### config.mk
export PLATFORM = sky130hd
export DESIGN_NAME = nvsram_ctrl
export DESIGN_NICKNAME = d
export VERILOG_FILES = /design/src/rtl/nvs_pkg.sv /design/src/rtl/nvs_cmd_filter.sv /design/src/rtl/nvs_word_array.sv /design/src/rtl/nvs_xfer_seq.sv /design/src/rtl/nvsram_ctrl.sv
export SDC_FILE = /design/constraint.sdc
export NUM_CORES = 2
export LEC_CHECK = 0
export ABC_AREA = 1
export ABC_CLOCK_PERIOD_IN_PS = 8430
export BUFFER_PORTS_ARGS = -buffer_cell sky130_fd_sc_hd__buf_2
export CAP_MARGIN = 20
export CORE_MARGIN = 2
export CORE_UTILIZATION = 66
export CTS_BUF_LIST = sky130_fd_sc_hd__clkbuf_8
export CTS_CLUSTER_DIAMETER = 80
export DETAILED_ROUTE_END_ITERATION = 16
export PLACE_DENSITY_LB_ADDON = 0.05
export SKIP_LAST_GASP = 1
export SYNTH_ARGS = -nofsm -noshare
export SYNTH_HDL_FRONTEND = slang
export SYNTH_HIERARCHICAL = 1
export SYNTH_SLANG_ARGS = --single-unit
### constraint.sdc
create_clock -name clk -period 8.43 [get_ports clk]
set_input_delay 1.686 -clock clk [delete_from_list [all_inputs] [get_ports clk]]
set_output_delay 1.686 -clock clk [all_outputs]
set_load 0.02 [all_outputs]
### src/rtl/nvs_pkg.sv
package nvs_pkg;
   typedef enum logic [1:0] {
      XS_IDLE    = 2'd0,
      XS_RESTORE = 2'd1,
      XS_SAVE    = 2'd2
   } xfer_state_e;
endpackage

### src/rtl/nvs_cmd_filter.sv
// Edge-qualified command filter: fires once when the active-low line has
// been sampled low at MIN_LOW consecutive edges after being seen high
// while enabled. Disabled (power lost) clears the arming.
module nvs_cmd_filter #(
   parameter int MIN_LOW = 1
) (
   input  logic clk,
   input  logic rst_n,
   input  logic enable,
   input  logic cmd_n,
   output logic fire
);
   if (MIN_LOW < 1) begin : g_bad_min
      $error("nvs_cmd_filter: MIN_LOW must be at least 1");
   end

   logic armed_q;

   if (MIN_LOW == 1) begin : g_direct
      assign fire = enable && armed_q && !cmd_n;
   end else begin : g_counted
      localparam int CW = $clog2(MIN_LOW);
      logic [CW-1:0] run_q;
      assign fire = enable && armed_q && !cmd_n && (run_q == CW'(MIN_LOW - 1));
      always_ff @(posedge clk or negedge rst_n) begin
         if (!rst_n) begin
            run_q <= '0;
         end else if (!enable || cmd_n) begin
            run_q <= '0;
         end else if (run_q != CW'(MIN_LOW - 1)) begin
            run_q <= run_q + CW'(1);
         end
      end
   end

   always_ff @(posedge clk or negedge rst_n) begin
      if (!rst_n) begin
         armed_q <= 1'b0;
      end else if (!enable) begin
         armed_q <= 1'b0;
      end else if (cmd_n) begin
         armed_q <= 1'b1;
      end else if (fire) begin
         armed_q <= 1'b0;
      end
   end
endmodule

### src/rtl/nvs_word_array.sv
// Register-based word store: one synchronous write port, one
// combinational read port. Deliberately not reset (holds data).
module nvs_word_array #(
   parameter int AW = 8,
   parameter int DW = 4
) (
   input  logic          clk,
   input  logic          wr_en,
   input  logic [AW-1:0] wr_addr,
   input  logic [DW-1:0] wr_data,
   input  logic [AW-1:0] rd_addr,
   output logic [DW-1:0] rd_data
);
   localparam int DEPTH = 1 << AW;

   logic [DW-1:0] mem [DEPTH];

   always_ff @(posedge clk) begin
      if (wr_en) begin
         mem[wr_addr] <= wr_data;
      end
   end

   assign rd_data = mem[rd_addr];
endmodule

### src/rtl/nvs_xfer_seq.sv
// Bulk transfer sequencer: arbitrates the two commands, walks the word
// pointer, pads a save to SAVE_CYCLES and pauses when run is low.
module nvs_xfer_seq
   import nvs_pkg::*;
#(
   parameter int AW          = 8,
   parameter int SAVE_CYCLES = 4096
) (
   input  logic          clk,
   input  logic          rst_n,
   input  logic          run,
   input  logic          save_fire,
   input  logic          restore_fire,
   input  logic          restore_n,
   output xfer_state_e   state,
   output logic [AW-1:0] ptr,
   output logic          start_save,
   output logic          start_restore,
   output logic          copy_save,
   output logic          copy_restore
);
   localparam int DEPTH = 1 << AW;
   localparam int CW    = $clog2(SAVE_CYCLES);

   if (SAVE_CYCLES < DEPTH) begin : g_bad_len
      $error("nvs_xfer_seq: SAVE_CYCLES must cover every word");
   end

   xfer_state_e   state_q;
   logic [CW-1:0] cnt_q;
   logic          in_copy;
   logic          last_restore;
   logic          last_save;
   logic          idle;

   if (CW > AW) begin : g_padded
      assign in_copy = (cnt_q[CW-1:AW] == '0);
   end else begin : g_unpadded
      assign in_copy = 1'b1;
   end

   assign idle          = (state_q == XS_IDLE);
   assign last_restore  = (cnt_q[AW-1:0] == {AW{1'b1}});
   assign last_save     = (cnt_q == CW'(SAVE_CYCLES - 1));
   assign start_restore = idle && run && restore_fire;
   assign start_save    = idle && run && save_fire && restore_n && !restore_fire;
   assign copy_restore  = (state_q == XS_RESTORE) && run;
   assign copy_save     = (state_q == XS_SAVE) && run && in_copy;
   assign ptr           = cnt_q[AW-1:0];
   assign state         = state_q;

   always_ff @(posedge clk or negedge rst_n) begin
      if (!rst_n) begin
         state_q <= XS_RESTORE;
         cnt_q   <= '0;
      end else begin
         unique case (state_q)
            XS_IDLE: begin
               if (start_restore) begin
                  state_q <= XS_RESTORE;
                  cnt_q   <= '0;
               end else if (start_save) begin
                  state_q <= XS_SAVE;
                  cnt_q   <= '0;
               end
            end
            XS_RESTORE: begin
               if (run) begin
                  if (last_restore) begin
                     state_q <= XS_IDLE;
                  end else begin
                     cnt_q <= cnt_q + CW'(1);
                  end
               end
            end
            XS_SAVE: begin
               if (run) begin
                  if (last_save) begin
                     state_q <= XS_IDLE;
                  end else begin
                     cnt_q <= cnt_q + CW'(1);
                  end
               end
            end
            default: begin
               state_q <= XS_IDLE;
            end
         endcase
      end
   end
endmodule

### src/rtl/nvsram_ctrl.sv
module nvsram_ctrl
   import nvs_pkg::*;
#(
   parameter int ADDR_W         = 8,
   parameter int DATA_W         = 4,
   parameter int SAVE_CYCLES    = 4096,
   parameter int SAVE_MIN_LOW   = 3,
   parameter int POISON_VAL     = 5,
   parameter bit POISON_UNKNOWN = 1'b0
) (
   input  logic              clk,
   input  logic              rst_n,
   input  logic              pwr_good,
   input  logic              cs_n,
   input  logic              we_n,
   input  logic [ADDR_W-1:0] addr,
   input  logic [DATA_W-1:0] din,
   output logic [DATA_W-1:0] dout,
   output logic              dout_en,
   input  logic              save_n,
   input  logic              restore_n,
   output logic              busy
);
   if (ADDR_W < 1 || ADDR_W > 12) begin : g_bad_aw
      $error("nvsram_ctrl: ADDR_W out of range");
   end
   if (DATA_W < 1) begin : g_bad_dw
      $error("nvsram_ctrl: DATA_W must be positive");
   end

   xfer_state_e       state;
   logic [ADDR_W-1:0] ptr;
   logic              save_fire;
   logic              restore_fire;
   logic              start_save;
   logic              start_restore;
   logic              copy_save;
   logic              copy_restore;
   logic              idle;
   logic              access_ok;
   logic              user_wr;
   logic              poison_wr;
   logic [DATA_W-1:0] poison_word;

   logic              ram_we;
   logic [ADDR_W-1:0] ram_wa;
   logic [DATA_W-1:0] ram_wd;
   logic [ADDR_W-1:0] ram_ra;
   logic [DATA_W-1:0] ram_rd;
   logic [DATA_W-1:0] shadow_rd;

   if (POISON_UNKNOWN) begin : g_poison_x
      assign poison_word = 'x;
   end else begin : g_poison_val
      assign poison_word = DATA_W'(POISON_VAL);
   end

   nvs_cmd_filter #(.MIN_LOW(SAVE_MIN_LOW)) u_save_filt (
      .clk    (clk),
      .rst_n  (rst_n),
      .enable (pwr_good),
      .cmd_n  (save_n),
      .fire   (save_fire)
   );

   nvs_cmd_filter #(.MIN_LOW(1)) u_restore_filt (
      .clk    (clk),
      .rst_n  (rst_n),
      .enable (pwr_good),
      .cmd_n  (restore_n),
      .fire   (restore_fire)
   );

   nvs_xfer_seq #(.AW(ADDR_W), .SAVE_CYCLES(SAVE_CYCLES)) u_seq (
      .clk           (clk),
      .rst_n         (rst_n),
      .run           (pwr_good),
      .save_fire     (save_fire),
      .restore_fire  (restore_fire),
      .restore_n     (restore_n),
      .state         (state),
      .ptr           (ptr),
      .start_save    (start_save),
      .start_restore (start_restore),
      .copy_save     (copy_save),
      .copy_restore  (copy_restore)
   );

   assign idle      = (state == XS_IDLE);
   assign busy      = !idle;
   assign access_ok = idle && pwr_good && !cs_n && !start_save && !start_restore;
   assign dout_en   = access_ok && we_n;
   assign user_wr   = access_ok && !we_n;
   assign poison_wr = start_save && !cs_n && !we_n;
   assign dout      = dout_en ? ram_rd : '0;
   assign ram_ra    = idle ? addr : ptr;

   always_comb begin
      ram_we = 1'b0;
      ram_wa = addr;
      ram_wd = din;
      if (copy_restore) begin
         ram_we = 1'b1;
         ram_wa = ptr;
         ram_wd = shadow_rd;
      end else if (poison_wr) begin
         ram_we = 1'b1;
         ram_wd = poison_word;
      end else if (user_wr) begin
         ram_we = 1'b1;
      end
   end

   nvs_word_array #(.AW(ADDR_W), .DW(DATA_W)) u_ram (
      .clk     (clk),
      .wr_en   (ram_we),
      .wr_addr (ram_wa),
      .wr_data (ram_wd),
      .rd_addr (ram_ra),
      .rd_data (ram_rd)
   );

   nvs_word_array #(.AW(ADDR_W), .DW(DATA_W)) u_shadow (
      .clk     (clk),
      .wr_en   (copy_save),
      .wr_addr (ptr),
      .wr_data (ram_rd),
      .rd_addr (ptr),
      .rd_data (shadow_rd)
   );
endmodule

Word level (Yosys, flattened, before mapping)
Memories as Yosys holds them, arrays and structs flattened.
Cells that the tools add are included.

storage, ports and cells
  register bits after elaboration = 18
  bits in writable memories = 2048
  input port bits = 19
  word-level logic and storage cells = 94
  memories kept = 2

operators by class
  add/sub/neg operators = 2
  eq/ne operators = 15
  multiplexer cells = 34
  reduce and logical (&&, ||, !) cells = 36

memory list
  name          words  width  read ports  clocked after Yosys merged registers in  wr ports  line                  text
  u_ram.mem     256    4      1           0                                        1         nvs_word_array.sv:16  logic [DW-1:0] mem [DEPTH];
  u_shadow.mem  256    4      1           0                                        1         nvs_word_array.sv:16

operators by type and width
  cell                     count
  $mux W12                 6
  $pmux W12 S3             1
  $logic_and A1 B1 Y1      20
  $mux W2                  8
  $mux W8                  2
  $mux W1                  13
  $add A12 B1 Y12 const B  1
  $eq A12 B12 Y1 const B   1
  $mux W4                  3
  $ne A2 B2 Y1 const B     5
  $logic_not A1 Y1         9
  $eq A8 B8 Y1 const B     1
  $ne A3 B1 Y1 const B     2
  $pmux W2 S3              1
  $reduce_and A6 Y1        1
  $reduce_and A5 Y1        1
  $eq A2 B2 Y1 const B     2
  $logic_not A4 Y1         1
  $ne A2 B1 Y1 const B     2
  $ne A3 B3 Y1 const B     1
  $reduce_bool A3 Y1       1
  $add A2 B1 Y2 const B    1
  $eq A2 B1 Y1 const B     1
  $logic_not A2 Y1         1
  other kinds (2)          2

Longest topological paths before layout
  word-level depth = 15
  depth in mapped cells = 20
  mapped depth without buffers = 16

Cells and area by module
Netlist, hierarchy kept.

modules (own cells, without submodules)
  module                            times used  cells each  area an instance (µm²)  sequential area each (µm²)
  nvs_word_array                    2           3716        42744.7                 30749.5
  nvs_xfer_seq                      1           168         1116.1                  351.6
  nvsram_ctrl                       1           81          376.6                   0.0
  nvs_cmd_filter at u_save_filt     1           19          153.9                   75.1
  nvs_cmd_filter at u_restore_filt  1           5           42.5                    25.0

Least setup slack after synthesis
No wires, ideal clock.

  path type = input -> output
  start = in addr[0]
  end = out dout[1]
  arrival time = 6478 ps
  required time = 6744 ps
  slack = 266 ps
  cell stages on the path = 18
  path buffers = 3
  cells stage by stage = nand2_1 -> o21ai_0 -> buf_6 -> inv_8 -> buf_6 -> buf_6 -> nand2_1 -> nand3_1 -> nand3_1 -> nand3_1 -> nand3_1 -> nand2_1 -> nand2_1 -> nand3_1 -> nand3_1 -> nand2_1 -> inv_1 -> nor2_1

between the ends
  longest elaborated chain between the ends = 3

RTL lines
  element              line               text
  start: declaration   nvsram_ctrl.sv:16  input logic [ADDR_W-1:0] addr,
  $mux W8              nvsram_ctrl.sv:96  assign ram_ra = idle ? addr : ptr;
  named net ram_ra[0]  nvsram_ctrl.sv:48  logic [ADDR_W-1:0] ram_ra;
  $mem_v2 Z256 W4      n/a
  named net ram_rd[1]  nvsram_ctrl.sv:49  logic [DATA_W-1:0] ram_rd;
  $mux W4              nvsram_ctrl.sv:95  assign dout = dout_en ? ram_rd : '0;
  end: declaration     nvsram_ctrl.sv:18  output logic [DATA_W-1:0] dout,

The timed path passes the listed nets, and every way through them passes these cells.

Worst setup path in the final report
  start = reg u_seq.cnt_q[2]
  end = out dout[1]

between the ends
  longest elaborated chain between the ends = 3

RTL lines
  element                   line                text
  start: declaration        nvs_xfer_seq.sv:30  logic [CW-1:0] cnt_q;
  start signal: assignment  nvs_xfer_seq.sv:72  cnt_q <= cnt_q + CW'(1);
  start signal: assignment  nvs_xfer_seq.sv:81  cnt_q <= cnt_q + CW'(1);
  $mux W8                   nvsram_ctrl.sv:96
  named net ram_ra[2]       nvsram_ctrl.sv:48
  $mem_v2 Z256 W4           n/a
  named net ram_rd[1]       nvsram_ctrl.sv:49
  $mux W4                   nvsram_ctrl.sv:95

The timed path passes the listed nets, and every way through them passes these cells.

==> results.sh <==
export IMPL_run_status="finished, final reports clean"
export IMPL_fillers=9359
export IMPL_switchingPower_uw=10400
export IMPL_cts_resized=0
export IMPL_synth_area_top_cells="edfxtp_1 (71%), nand3_1 (11%), nand2_1 (10%), nor2_1 (2.5%), buf_6 (1.5%)"
export IMPL_drv_cap=0
export IMPL_regArea_um2=62000
export IMPL_fmax_mhz=138
export IMPL_area_growth_pct=6.64
export IMPL_arrival_ps=5550
export IMPL_cts_tree="yes"
export IMPL_setup_slack_ps=1200
export IMPL_fin_skew_ps=71.5
export IMPL_grt_max_degree=237
export IMPL_vias_per_cell=6.12
export IMPL_synth_seq_cells=2066
export IMPL_dp_hpwl_um=122000
export IMPL_die_y_um=367
export IMPL_syn_cell_area_um2=87200
export IMPL_hold_viol_final=0
export IMPL_irDropWorstVdd_mv=0.651
export IMPL_yosysSeqAreaShare=0.711
export IMPL_place_gp_congestion=0.872
export IMPL_critPathRequiredTime_ps=6740
export IMPL_pin_count=25
export IMPL_syn_avg_cell_area_um2=11.3
export IMPL_drc=0
export IMPL_grt_pass1_vias=56500
export IMPL_cts_sinks=2066
export IMPL_grt_pass1_wl_um=331000
export IMPL_slew_viol_final=0
export IMPL_drt_iter0_drc=7796
export IMPL_clockPowerShare=0.258
export IMPL_end_kind="output pin"
export IMPL_wl_per_cell_um=22.8
export IMPL_overflow=0
export IMPL_p_seq_frac=0.445
export IMPL_yosysWarnings=6
export IMPL_tightestPinTransition_ps=1130
export IMPL_relSlewSlack=0.248
export IMPL_critPathLaunchType="flip-flop"
export IMPL_start_util=0.664
export IMPL_die_w_um=367
export IMPL_cts_buffer_depth=4
export IMPL_placementRows=133
export IMPL_routed_wl_um=219000
export IMPL_hold_buffers=0
export IMPL_drive_above_1_share=0.0701
export IMPL_crit_type="flip-flop to output pin"
export IMPL_grtUsageTotal=0.324
export IMPL_post_cts_buffers=0
export IMPL_fin_crit_ps=7230
export IMPL_cts_clk_slew_worst_paths_ps=60
export IMPL_dieArea_um2=135000
export IMPL_fin_tns_setup_ps=0
export IMPL_vias=58900
export IMPL_rsz0062_at_grt="false"
export IMPL_syn_nets=7730
export IMPL_synth_top_area_share=0.705
export IMPL_htreeDepth=5
export IMPL_min_path_type="flip-flop to flip-flop"
export IMPL_p_per_area_nw_per_um2=313
export IMPL_fin_crit_sh=0.858
export IMPL_p_sw_frac=0.359
export IMPL_core_area_um2=131000
export IMPL_p_int_uw=18700
export IMPL_clock_latency_ps=1040
export IMPL_postRouteAntennaNets=0
export IMPL_setup_viol=0
export IMPL_cp_max_fo=65
export IMPL_ctsRootBufferMaster="clkbuf_8"
export IMPL_synth_top_area_cell="edfxtp_1"
export IMPL_port_buffers=24
export IMPL_synth_cell_type_count=30
export IMPL_nets=7660
export IMPL_cts_buffers=335
export IMPL_multi_input_area_um2=21600
export IMPL_synthesis_instances=7705
export IMPL_drt_pass1_iter_count=6
export IMPL_combPwrFrac=0.297
export IMPL_dpl_worst_slack_ps=1660
export IMPL_power_leakage_uw=0.0327
export IMPL_antenna_found_initial=4
placed cells by master (no fill, tap or decap), types with 2 or more instances in the layout:
master	Yosys	layout
nand2_1	2353	2331
edfxtp_1	2048	2048
nand3_1	1992	1992
nor2_1	591	591
clkbuf_8	0	338
inv_1	113	212
clkinv_1	0	83
buf_4	44	75
clkinv_2	0	28
buf_2	215	24
buf_12	0	19
nand2_2	2	16
dfrtp_1	17	12
a21oi_1	11	11
o21ai_0	15	10
nand2_4	0	8
ha_1	6	6
o21ai_4	0	5
nor2_2	5	5
inv_2	6	4
nor2_4	4	4
bufinv_16	0	4
dfrtp_4	0	4
diode_2	0	3
o21ai_1	4	3
nand4_4	2	2
nand4_1	2	2
clkinvlp_4	0	2
inv_16	0	2
inv_8	2	2
inv_4	0	2
final cells by class:
class	count	area share
diodes	3	0.0000808
clock buffers	338	0.0500
clock inverters	219	0.0105
inverters	121	0.00545
multi-input cells	4993	0.232
flip-flops and latches	2066	0.667
well taps	1755	0.0236
repair buffers	118	0.0114
cells by family after synthesis:
kind of cell	share of synthesized area
buffers and inverters	0.0435
adder cells (fa/ha/maj)	0.000861
flip-flops	0.711
AND/OR/NAND/NOR	0.243
AO/OA/AOI/OAI	0.00202
critical path: stages (launching register included):
cell and delay (ps):
dfrtp_4 820, inv_1 220, o21ai_4 800, buf_4 800
nand3_1 150, nand3_1 160, nand3_1 220, nand2_1 130
nand2_1 110, nand3_1 190, nand3_1 180, nand2_4 290
inv_1 70, nor2_1 100, buf_2 170
stage by stage:
stage | std cells | utilization | power, uW | instance area, um^2 | hold WS, ps
finish | 9613 | 0.708 | 29100 | 93000 | 513
global route | 9613 | 0.708 | 30400 | 93000 | 537
CTS | 9610 | 0.708 | 29100 | 93000 | 516
detailed placement | 9053 | 0.665 | 21600 | 87300 | 503
global placement | 9053 | 0.665 | 21600 | 87300 | 465
floorplan | 7705 | - | 19700 | 87200 | 449
routing by layer:
layer	up-vias	wire, um	part of all wire	GRT usage
li1	26800	-	-	-
met4	4	6020	0.027	0.103
met5	-	27	0.00012	0
met3	442	26100	0.12	0.0713
met1	28300	88100	0.40	0.479
met2	3356	99100	0.45	0.485
cell usage after synthesis (all sizes together):
| library cell | count |
|---|---|
| nor2 | 600 |
| a21boi | 2 |
| clkbuf | 107 |
| ha | 6 |
| o21a | 1 |
| nand3 | 1993 |
| nand4 | 4 |
| o21ai | 19 |
| nor3 | 1 |
| inv | 121 |
| dfstp | 1 |
| a21oi | 11 |
| nand3b | 1 |
| nand2 | 2355 |
| edfxtp | 2048 |
| dfrtp | 17 |
| buf | 418 |
registers in the layout (all words and copies together), names as in the netlist:
name / cells
u_save_filt/armed_q: 1
u_save_filt/g_counted.run_q: 2
u_restore_filt/armed_q: 1
u_seq/cnt_q: 12
u_ram/mem: 1024
u_seq/state: 2
u_shadow/mem: 1024
path summary, 6_finish.rpt:
check | startpoint | end | slack [ps] | cells past startpoint
max in group asynchronous | rst_n | u_seq/cnt_q[2] | 7440 | 1
worst max-delay path | u_seq/cnt_q[2] | dout[1] | 1200 | 14
worst min-delay path | u_seq/cnt_q[11] | u_seq/cnt_q[11] | 510 | 2
min in group asynchronous | rst_n | u_seq/state[1] | 620 | 1
worst min register to register | u_seq/cnt_q[11] | u_seq/cnt_q[11] | 510 | 2
worst max register to register | u_seq/cnt_q[2] | u_shadow/mem[70][1] | 2370 | 13
power by group through the flow:
stage                     clock (uW)  sequential, uW  combinational, uW
after global routing            8060           13000               9400
after global placement             0           13200               8400
after CTS                       7620           13000               8500
after detailed placement           0           13200               8470
final                           7520           13000               8630
after floorplan                    0           13600               6070
(Power assumes the default switching activity.)
